[config.mk]
export PLATFORM = sky130hd
export DESIGN_NAME = onehot_uart_tx
export DESIGN_NICKNAME = d
export VERILOG_FILES = /design/src/rtl/utx_pkg.sv /design/src/rtl/utx_bit_timer.sv /design/src/rtl/utx_phase_ring.sv /design/src/rtl/utx_shift_buf.sv /design/src/rtl/onehot_uart_tx.sv
export SDC_FILE = /design/constraint.sdc
export NUM_CORES = 1
export LEC_CHECK = 0
export ABC_AREA = 1
export BUFFER_PORTS_ARGS = -buffer_cell sky130_fd_sc_hd__buf_2
export CELL_PAD_IN_SITES_DETAIL_PLACEMENT = 0
export CELL_PAD_IN_SITES_GLOBAL_PLACEMENT = 2
export CORE_AREA = 2 2 63 65
export CTS_CLUSTER_SIZE = 16
export DETAILED_ROUTE_END_ITERATION = 7
export DIE_AREA = 0 0 65 67
export PLACE_DENSITY = 0.7
export SETUP_SLACK_MARGIN = 0.02
export SKIP_CTS_REPAIR_TIMING = 1
export SKIP_LAST_GASP = 1
export SLEW_MARGIN = 30
export SYNTH_ARGS = -nofsm -noshare
export SYNTH_HDL_FRONTEND = slang
export SYNTH_HIERARCHICAL = 1
export SYNTH_SLANG_ARGS = --single-unit
[constraint.sdc]
create_clock -name clk -period 1.4 [get_ports clk]
set_input_delay 0.14 -clock clk [delete_from_list [all_inputs] [get_ports clk]]
set_output_delay 0.14 -clock clk [all_outputs]
set_load 0.03 [all_outputs]
[src/rtl/utx_pkg.sv]
package utx_pkg;

  // Cycles loaded into the bit timer: one bit lasts this value plus one.
  function automatic int unsigned bit_reload(input int unsigned clk_hz,
                                             input int unsigned baud);
    return clk_hz / baud;
  endfunction

  // Width needed to hold the reload value (at least one bit).
  function automatic int unsigned timer_width(input int unsigned reload);
    return (reload < 2) ? 1 : $clog2(reload + 1);
  endfunction

endpackage

[src/rtl/utx_bit_timer.sv]
module utx_bit_timer #(
  parameter int unsigned RELOAD = 4,
  parameter int unsigned CNT_W  = 3
) (
  input  logic             clk,
  input  logic             rst_n,
  input  logic             start,
  input  logic             run,
  output logic             tick,
  output logic [CNT_W-1:0] cnt
);
  localparam logic [CNT_W-1:0] LOAD_V = CNT_W'(RELOAD);

  logic [CNT_W-1:0] cnt_q, cnt_d;
  logic             at_zero;

  assign at_zero = (cnt_q == '0);

  always_comb begin
    cnt_d = cnt_q;
    if (start)
      cnt_d = LOAD_V;
    else if (run)
      cnt_d = at_zero ? LOAD_V : cnt_q - 1'b1;
  end

  always_ff @(posedge clk) begin
    if (!rst_n) cnt_q <= '0;
    else        cnt_q <= cnt_d;
  end

  assign tick = run & at_zero;
  assign cnt  = cnt_q;
endmodule

[src/rtl/utx_phase_ring.sv]
module utx_phase_ring #(
  parameter int unsigned PW = 10
) (
  input  logic          clk,
  input  logic          rst_n,
  input  logic          start,
  input  logic          tick,
  output logic [PW-1:0] phase,
  output logic          idle
);
  localparam logic [PW-1:0] START_P = PW'(1);

  logic [PW-1:0] ph_q, ph_d;

  // Shifting left moves the one-hot bit onward; the stop bit falls off
  // the top, leaving zero, which is the idle encoding.
  always_comb begin
    ph_d = ph_q;
    if (start)
      ph_d = START_P;
    else if (tick)
      ph_d = {ph_q[PW-2:0], 1'b0};
  end

  always_ff @(posedge clk) begin
    if (!rst_n) ph_q <= '0;
    else        ph_q <= ph_d;
  end

  assign phase = ph_q;
  assign idle  = ~|ph_q;
endmodule

[src/rtl/utx_shift_buf.sv]
module utx_shift_buf #(
  parameter int unsigned DW = 8
) (
  input  logic          clk,
  input  logic          rst_n,
  input  logic          load,
  input  logic          shift,
  input  logic [DW-1:0] din,
  output logic          line
);
  localparam int unsigned BW = DW + 1;

  logic [BW-1:0] sb_q, sb_d;

  always_comb begin
    sb_d = sb_q;
    if (load)
      sb_d = {din, 1'b0};
    else if (shift)
      sb_d = {1'b1, sb_q[BW-1:1]};
  end

  always_ff @(posedge clk) begin
    if (!rst_n) sb_q <= '1;
    else        sb_q <= sb_d;
  end

  assign line = sb_q[0];
endmodule

[src/rtl/onehot_uart_tx.sv]
module onehot_uart_tx #(
  parameter int unsigned CLK_HZ = 1_000_000,
  parameter int unsigned BAUD   = 250_000,
  parameter int unsigned DATA_W = 8
) (
  input  logic              clk,
  input  logic              rst_n,
  input  logic              go,
  input  logic [DATA_W-1:0] data,
  output logic              tx,
  output logic              ready
);
  localparam int unsigned RELOAD_V = utx_pkg::bit_reload(CLK_HZ, BAUD);
  localparam int unsigned CNT_W    = utx_pkg::timer_width(RELOAD_V);
  localparam int unsigned PW       = DATA_W + 2;

  // Named internal events, also observed by the bound checker.
  logic             accept_go;
  logic             busy;
  logic             bit_tick;
  logic [CNT_W-1:0] cnt_q;
  logic [PW-1:0]    phase_q;
  logic             idle;

  assign accept_go = idle & go;
  assign busy      = ~idle;

  utx_bit_timer #(.RELOAD(RELOAD_V), .CNT_W(CNT_W)) u_timer (
    .clk   (clk),
    .rst_n (rst_n),
    .start (accept_go),
    .run   (busy),
    .tick  (bit_tick),
    .cnt   (cnt_q)
  );

  utx_phase_ring #(.PW(PW)) u_phase (
    .clk   (clk),
    .rst_n (rst_n),
    .start (accept_go),
    .tick  (bit_tick),
    .phase (phase_q),
    .idle  (idle)
  );

  utx_shift_buf #(.DW(DATA_W)) u_buf (
    .clk   (clk),
    .rst_n (rst_n),
    .load  (accept_go),
    .shift (bit_tick),
    .din   (data),
    .line  (tx)
  );

  assign ready = idle;
endmodule

==> summary.md <==
| Metric | Value |
|---|---|
| Status | finished with violations |
| Failing checks | setup timing |
| Antenna viol nets, final | 0 |
| Nets | about 170 |
| Vias in the first global route | 805 |
| FF+latch count, synth | 22 |
| Slew @ Worst Pin | 0.2840 ns |
| Count leader, synth | nand2_1 |
| First-pass GRT wire length | between 3 and 4 mm |
| Fmax | slightly below 700 MHz |
| Worst path slowest cell | dfxtp_2 |
| CTS tree | done |
| Core area | roughly 3600 sq um |
| Yosys top cell area share | 0.4583 |
| Synth area leaders | dfxtp_1, nand2_1, a21oi_1 |
| XOR/XNOR Fraction of Synth Area | 0 |
| Root buf cell | clkbuf_8 |
| Final Instance Area | about 1400 sq um |
| Met1 GRT Util | 0.1179 |
| Seq/Total Area, Yosys | 0.4583 |
| Ys flop type | dfxtp_1 |
| Critical path buffer and inverter count | 4 |
| Finished Layout Cells | 210 |
| Drt total wl | 2.303 mm |
| GR peak layer | met2 |
| Initial antenna violation count | 0 |
| Distinct cells, synth | 14 |
| Setup skew after layout | a little over 0.008 ns |
| Grt ovf | 0 |
| Final WS setup | -0.08036 ns |
| Post-DR vias/cell | approximately 4.4 |
| Multiplexer share of the synthesized area | 0 |
| Clock Sink Count | 22 |
| EDFF count, synth | 0 |
| Peak VDD IR | roughly 0.53 mV |
| Die H | between 60 and 70 um |
| Met3 Track Usage GR | 0.03547 |
| # placed instances | between 200 and 250 |
| Final Core Density | 0.3810 |
| Fill cells | 396 |
| Clk pin slew, worst setup/hold paths | 0.08 ns |
| Gpl congestion | about 0.74 |
| WP data required | 1.61 ns |
| Die Wd | about 65 um |
| Cts bufs inserted | 3 |
| Max Root-Sink Buffers | 2 |
| # DRC | 0 |
| Ys async rst share | 0 |
| Largest net degree at the start of global routing | 21 |
| Synth Instances | between 100 and 150 |
| Routing usage on met2 | 0.1830 |
| Worst-Skew Late Latency | approximately 0.26 ns |
| Vias | 933 |
| Initial Utilization | 0.2665 |
| Post-synth top area cell | dfxtp_1 |
| Avg Inst Size Synth | slightly above 7 sq um |
| Fin. max-slew vios | 0 |
| Yosys warns | 6 |
| CP endpoint kind | flip-flop |
| Pwr/cell area | about 1100 nW/um^2 |
| Syn Nets | around 140 |
| Startpoint Class | flip-flop |
| Post-Synth Adder-Cell Area | 0 |
| Tot Pwr | approximately 0.0016 W |
| Post-Synth Simple-Gate Area | 0.3268 |
| Area Overhead vs Synth | 42.97% |
| Worst hold path type | input port to flip-flop |
| Synth Area in Compound Gates | 0.1159 |
| Row count | 22 |
| CP max stage delay | ~0.33 ns |
| Initial DRC Count | 21 |
| Post-layout minimum cycle time | 1.480 ns |
| Inserted Diodes | 0 |
| Fraction of layout cells with a size suffix above 1 | 0.4444 |
| Overall Global Routing Usage | 0.1039 |
| Port Buffers | 12 |
| Hpwl dp | ~1.5 mm |
| Worst-path fanout max | 8 |
| Count of endpoints failing setup in the final report | 19 |
| Commonest cells post-synth | nand2_1, dfxtp_1, a21oi_1, nand3_1, inv_1 |
| CP delay by family, top | simple AND/OR/NAND/NOR gates |
| H-tree Lvls | 1 |
| Relative slew slack | 0.8100 |
| Main combinational cell family by area after synthesis | simple AND/OR/NAND/NOR gates |
| Pre-antenna DRT Iters | 4 |
| Critical Path AT | 1.69 ns |
| Period utilisation layout | 1.057 |
| Hold Violations, Final | 0 |
| Avg WL per Cell | 10.97 um |
| I/O pin total | 13 |
| RSZ-0062 raised after global routing | true |
| Synthesized area | 960.9 sq um |
| Max-Cap Viols | 0 |
| Crit Path Category | flip-flop to flip-flop |
| CP cell instances | nor2_2, nand3_2, nor2_4, inv_2, inv_2, nor2_4, nand2_2, inv_4, buf_12, nor2_8, nand2_1, nand3_1 |
| Die area | between 4000 and 5000 sq um |
| Lkg Pwr | 0.5961 nW |
| Post-placement cell area | approximately 1200 sq um |
==> per-stage QoR <==
step / setup WS (ns) / setup TNS (ns) / hold WS, ns
6_report: -0.08036 / -0.9313 / 0.08687
5_1_grt: -0.1861 / -3.036 / 0.08904
4_1_cts: -0.1115 / -1.756 / 0.08120
3_5_place_dp: -0.09029 / -1.436 / 0.3623
3_3_place_gp: -0.09482 / -1.521 / 0.3544
2_1_floorplan: -0.08923 / -1.129 / 0.2246
==> cell families after synthesis <==
| logic type | count (synthesis) |
|---|---|
| buf+inv | 18 |
| simple gates | 72 |
| compound gates | 21 |
| flops | 22 |
==> per-layer routing <==
layer  routed length [um]  part of all wire  vias up
met5                    0                 0        -
met4                   22            0.0096        0
li1                     -                 -      485
met2                 1153              0.50       15
met3                   72             0.031        2
met1                 1055              0.46      431
==> where the power goes <==
part           switching (W)  total, W  internal [W]
registers          0.0000334  0.000709      0.000675
clock network       0.000206  0.000457      0.000251
logic               0.000224  0.000395      0.000171
==> final cells by class <==
type	count	area, sq um	area share
flip-flops and latches	22	445.4	0.3242
repair buffers	28	227.7	0.1658
multi-input cells	93	519.2	0.3780
well taps	48	60.06	0.04372
inverters	15	66.31	0.04827
clock buffers	4	55.05	0.04007
==> tightest hold or removal path, cell delays in order <==
cell     delay (ns)
buf_2          0.08
a21oi_1        0.05
nand3_1        0.05
==> registers in the layout, summed over array words and instances (netlist names) <==
signal and flops:
u_phase/phase 10, u_timer/cnt 3, u_buf/sb_q 9
==> placed cells by master, fill, tap and decap left out, types with 4 or more instances in the layout <==
master    synthesis  layout
a21oi_2           0       9
a21oi_1          18       9
inv_1            13       9
dfxtp_1          22      18
nor2_2            1       5
buf_2             0      12
dfxtp_2           0       4
buf_4             0      13
nand3_1          18      15
nand2_1          42      34
clkbuf_8          0       4
inv_2             1       4
nand2_2           1       9
==> final timing paths <==
check / cells past startpoint / slack (ns) / endpoint / from
worst max-delay path: 12 / -0.08 / u_buf/sb_q[2] / u_phase/phase[6]
worst min-delay path: 3 / 0.09 / u_buf/sb_q[2] / data[1]
worst max register to register: 12 / -0.08 / u_buf/sb_q[2] / u_phase/phase[6]
worst min register to register: 2 / 0.48 / u_buf/sb_q[3] / u_buf/sb_q[3]
(Power assumes the default switching activity.)
